$ cat src/rtl/rmii_pinmux.sv
module rmii_pinmux (
  input  logic       clk,
  input  logic       rst_n,
  input  logic       strap_rmii_n_i,
  input  logic       strap_phy_n_i,
  input  logic       sw_sel_en_i,
  input  logic       sw_sel_ext_i,
  output logic [1:0] mode_o,
  input  logic [7:0] gpio_out_i,
  input  logic [7:0] gpio_oe_i,
  output logic [7:0] gpio_in_o,
  input  logic       rmii_tx_en_i,
  input  logic [1:0] rmii_txd_i,
  output logic       rmii_rx_dv_o,
  output logic [1:0] rmii_rxd_o,
  input  logic       refclk_i,
  input  logic       refclk_out_en_i,
  output logic       refclk_o,
  input  logic       mdc_i,
  output logic       mdc_o,
  input  logic       mdio_out_i,
  input  logic       mdio_oe_i,
  output logic       mdio_in_o,
  input  logic [7:0] mfb_pad_i,
  output logic [7:0] mfb_pad_o,
  output logic [7:0] mfb_pad_oe_o,
  input  logic       mdc_pad_i,
  output logic       mdc_pad_o,
  output logic       mdc_pad_oe_o,
  input  logic       mdio_pad_i,
  output logic       mdio_pad_o,
  output logic       mdio_pad_oe_o
);
  localparam logic [1:0] MODE_INT = 2'd0;
  localparam logic [1:0] MODE_MAC = 2'd1;
  localparam logic [1:0] MODE_PHY = 2'd2;

  localparam int unsigned P_RXDV  = 1;
  localparam int unsigned P_TXEN  = 2;
  localparam int unsigned P_TXD1  = 3;
  localparam int unsigned P_TXD0  = 4;
  localparam int unsigned P_REF   = 5;
  localparam int unsigned P_RXD1  = 6;
  localparam int unsigned P_RXD0  = 7;

  logic       rmii_n_q, phy_n_q;
  logic [1:0] strap_mode;
  logic       link_on;
  logic [7:0] oe_raw;

  always_ff @(posedge clk) begin
    if (!rst_n) begin
      rmii_n_q <= strap_rmii_n_i;
      phy_n_q  <= strap_phy_n_i;
    end
  end

  assign strap_mode = rmii_n_q ? MODE_INT : (phy_n_q ? MODE_MAC : MODE_PHY);

  assign mode_o = (strap_mode != MODE_PHY && sw_sel_en_i)
                ? (sw_sel_ext_i ? MODE_MAC : MODE_INT)
                : strap_mode;

  assign link_on   = (mode_o != MODE_INT);
  assign gpio_in_o = mfb_pad_i;

  always_comb begin
    mfb_pad_o = gpio_out_i;
    oe_raw    = gpio_oe_i;
    if (link_on) begin
      mfb_pad_o[P_RXDV] = 1'b0;
      oe_raw[P_RXDV]    = 1'b0;
      mfb_pad_o[P_RXD1] = 1'b0;
      oe_raw[P_RXD1]    = 1'b0;
      mfb_pad_o[P_RXD0] = 1'b0;
      oe_raw[P_RXD0]    = 1'b0;
      mfb_pad_o[P_TXEN] = rmii_tx_en_i;
      oe_raw[P_TXEN]    = 1'b1;
      mfb_pad_o[P_TXD1] = rmii_txd_i[1];
      oe_raw[P_TXD1]    = 1'b1;
      mfb_pad_o[P_TXD0] = rmii_txd_i[0];
      oe_raw[P_TXD0]    = 1'b1;
      mfb_pad_o[P_REF]  = refclk_i;
      oe_raw[P_REF]     = refclk_out_en_i;
    end
  end

  assign mfb_pad_oe_o = rst_n ? oe_raw : 8'h00;

  assign rmii_rx_dv_o = link_on & mfb_pad_i[P_RXDV];
  assign rmii_rxd_o   = link_on ? {mfb_pad_i[P_RXD1], mfb_pad_i[P_RXD0]} : 2'b00;
  assign refclk_o     = link_on & (refclk_out_en_i ? refclk_i : mfb_pad_i[P_REF]);

  assign mdc_pad_o     = (mode_o == MODE_MAC) & mdc_i;
  assign mdc_pad_oe_o  = rst_n & (mode_o == MODE_MAC);
  assign mdc_o         = (mode_o == MODE_PHY) & mdc_pad_i;

  assign mdio_pad_o    = link_on & mdio_out_i;
  assign mdio_pad_oe_o = rst_n & link_on & mdio_oe_i;
  assign mdio_in_o     = link_on ? mdio_pad_i : 1'b1;
endmodule


$ cat config.mk
export PLATFORM = sky130hd
export DESIGN_NAME = rmii_pinmux
export DESIGN_NICKNAME = d
export VERILOG_FILES = /design/src/rtl/rmii_pinmux.sv
export SDC_FILE = /design/constraint.sdc
export NUM_CORES = 1
export LEC_CHECK = 0
export BUFFER_PORTS_ARGS = -buffer_cell sky130_fd_sc_hd__buf_4
export CAP_MARGIN = 30
export CORE_MARGIN = 4
export CORE_UTILIZATION = 27
export CTS_CLUSTER_DIAMETER = 150
export DETAILED_ROUTE_END_ITERATION = 12
export PLACE_DENSITY = 0.84
export SLEW_MARGIN = 20
export SYNTH_ARGS = -nofsm -noshare
export SYNTH_HDL_FRONTEND = slang
export SYNTH_SLANG_ARGS = --single-unit
$ cat constraint.sdc
create_clock -name clk -period 2.4 [get_ports clk]
set_clock_uncertainty 0.05 [all_clocks]
set_input_delay 0.12 -clock clk [delete_from_list [all_inputs] [get_ports clk]]
set_output_delay 0.12 -clock clk [all_outputs]
set_load 0.01 [all_outputs]
==> impl_metrics.csv <==
group,metric,value,unit
run_status,status,"finished, final reports clean",
floorplan,die_h,46.8,um
placement,gp_congestion,0.611,
detailed_routing,first_iter_violations,0,
clock_network,ctsHoldBuffers,0,
grt,grt_pass1_wl,2.23,mm
logic_synthesis,synthesis.nets,89,
clock_network,clockBufferDepth,2,
clock_network,clk_pin_slew,0.03,ns
final_layout,final_cells,121,
critical_path,start_kind,"register",
critical_path,slowest_stage,"a21oi_2",
critical_path,worstSetupStartpoint,"phy_n_q",
logic_synthesis,synth.most_common_cell,"buf_4",
clock_network,root_buffer,"clkbuf_4",
min_path,hp-class,"in -> reg",
sta,setup_violations,0,
sta,setup_slack,0.617,ns
logic_synthesis,synth.top_cells.by_count,"buf_4 (9), and2_1 (8)",
grt,grt_usage,14.1,%
sta,fmax,561,MHz
logic_synthesis,synth_top_cell_area_share,16.7,%
logic_synthesis,ys_warn_count,0,
power,power_leakage,0.480,nW
clock_network,htreeDepth,1,
sta,setup_tns,0,ns
clock_network,postCtsResizedCells,0,
flow_run,cap_viol_max_count,0,
critical_path,criticalPathCategory,"reg -> out",
detailed_routing,drc,0,
logic_synthesis,synth_edf_count,2,
floorplan,dieArea,2190,um^2
logic_synthesis,async_flop_share,0,%
final_layout,fin_nets,148,
clock_network,cts_buffers,3,
floorplan,chipWidth,46.8,um
final_layout,drive_above_1_share,77.4,%
power,cellPowerDensity,340,nW/um^2
clock_network,cts.sinks,2,
sta,tightest_slew,0.568,ns
clock_network,cts_setup_buffers,0,
grt,overflow,0,
placement,dp_slack,0.852,ns
detailed_routing,drtAntennaViolNets,0,
sta,fin_crit_sh,74.3,%
placement,post-place-cells,118,
logic_synthesis,synth.distinct_cells,20,
floorplan,core_area,1350,um^2
detailed_routing,routed_via_density,4.62,
detailed_routing,wl_per_cell,13.0,um
power,totalPowerFinal,0.290,mW
min_path,holdCritStartpoint,"strap_rmii_n_i",
logic_synthesis,yosys_most_used_dff,"edfxtp_1",
grt,grt_pass1_vias,558,
critical_path,crit_fanout,12,
sta,slew_headroom,62.1,%
detailed_routing,vias,559,
final_layout,n_antenna_cell,0,
sta,fin_crit,1.78,ns
sta,final_hold_viol_count,0,
clock_network,cts_tree,"built",
sta,maxSlewViolCount,0,
floorplan,num_rows,13,
critical_path,crit_family,"compound AO/OA/AOI/OAI gates",
logic_synthesis,synth_top_area_cell,"buf_4",
sta,holdWs,0.0297,ns
critical_path,cp_common_cell,"a21oi_2",
logic_synthesis,synth_cells,49,
critical_path,crit_chain,"a21oi_2 -> a21oi_2 -> mux2_2 -> buf_4",
logic_synthesis,ys_seq_area_share,14.8,%
detailed_routing,routed_wl,1.58,mm
logic_synthesis,avgSynthCellArea,8.27,um^2
critical_path,cp-end-kind,"output pin",
final_layout,area_growth,110,%
critical_path,slowest_delay,0.43,ns
grt,grt_max_degree,13,
floorplan,initial_utilization,30.0,%
final_layout,fill_cells,118,
sta,rsz0062_at_grt,"no",
power,vdd_ir_drop_max,216,uV
detailed_routing,dr.pass1.iters,1,
logic_synthesis,ys_ff_latch,2,
placement,portBuffers,65,
critical_path,cp_num_buf_inv,1,
logic_synthesis,syn-cell-area,405,um^2
critical_path,required,2.23,ns
critical_path,arrival,1.61,ns
placement,dp_hpwl,1.40,mm
floorplan,io-pin-count,76,
grt,antenna_found_initial,0,
logic_synthesis,yosys-top-cells-area,"buf_4 (17%), edfxtp_1 (15%), and2_1 (12%), mux2_4 (7.4%), and2_2 (5.6%)",
[cells in the final DEF, fill, tap and decap left out]
master,instances
buf_4,65
and2_1,8
nand2_1,3
and2_2,3
and3_2,3
o21a_1,3
clkbuf_4,3
nor2_1,2
a21oi_2,2
mux2_4,2
mux2_2,2
mux2i_1,2
edfxtp_1,2
or2_2,1
a21oi_1,1
a21o_2,1
inv_1,1
and3_1,1
nand2b_1,1
[registers in the layout, indices dropped and copies added (netlist names)]
name / count
phy_n_q: 1
rmii_n_q: 1
[stage by stage]
step / util (%) / cell area (um^2)
2_1_floorplan: - / 405
3_3_place_gp: 61.4 / 830
3_5_place_dp: 61.4 / 830
4_1_cts: 63.1 / 852
5_1_grt: 63.1 / 852
6_report: 63.1 / 852
[routing by layer]
layer	GRT usage (%)	vias to the layer above	wire length [um]
met5	0	-	0
met4	6.63	0	21
met3	4.21	4	289
met2	31.3	41	887
met1	10.1	246	377
li1	-	268	-
[layout make-up]
type	count	area, um^2	area share [%]
multi-input combinational	35	259	30.4
tap	15	18.8	2.20
inverter	1	3.75	0.441
sequential	2	60.1	7.05
clock buffer	3	22.5	2.64
timing repair buffer	65	488	57.3
[kinds of logic (layout without fill, tap and decap cells)]
family                 after synthesis  after routing  share of synthesized area [%]
multiplexers                         6              6                           17.9
AO/OA/AOI/OAI                        7              7                           13.3
buffers and inverters               12             69                           21.3
AND/OR/NAND/NOR                     22             22                           32.7
flip-flops                           2              2                           14.8
[where the power goes]
part / switching, mW / internal, mW / leakage, nW
Combinational: 0.0672 / 0.108 / 0.446
Clock: 0.0159 / 0.0549 / 0.0138
Sequential: 0.00191 / 0.0420 / 0.0196
Total: 0.0851 / 0.204 / 0.480
[worst paths after layout]
path | slack [ns] | cells past startpoint | to
max | 0.62 | 4 | mfb_pad_o[5]
min | 0.03 | 1 | rmii_n_q
Note: power is estimated with default switching activity, not from simulation.
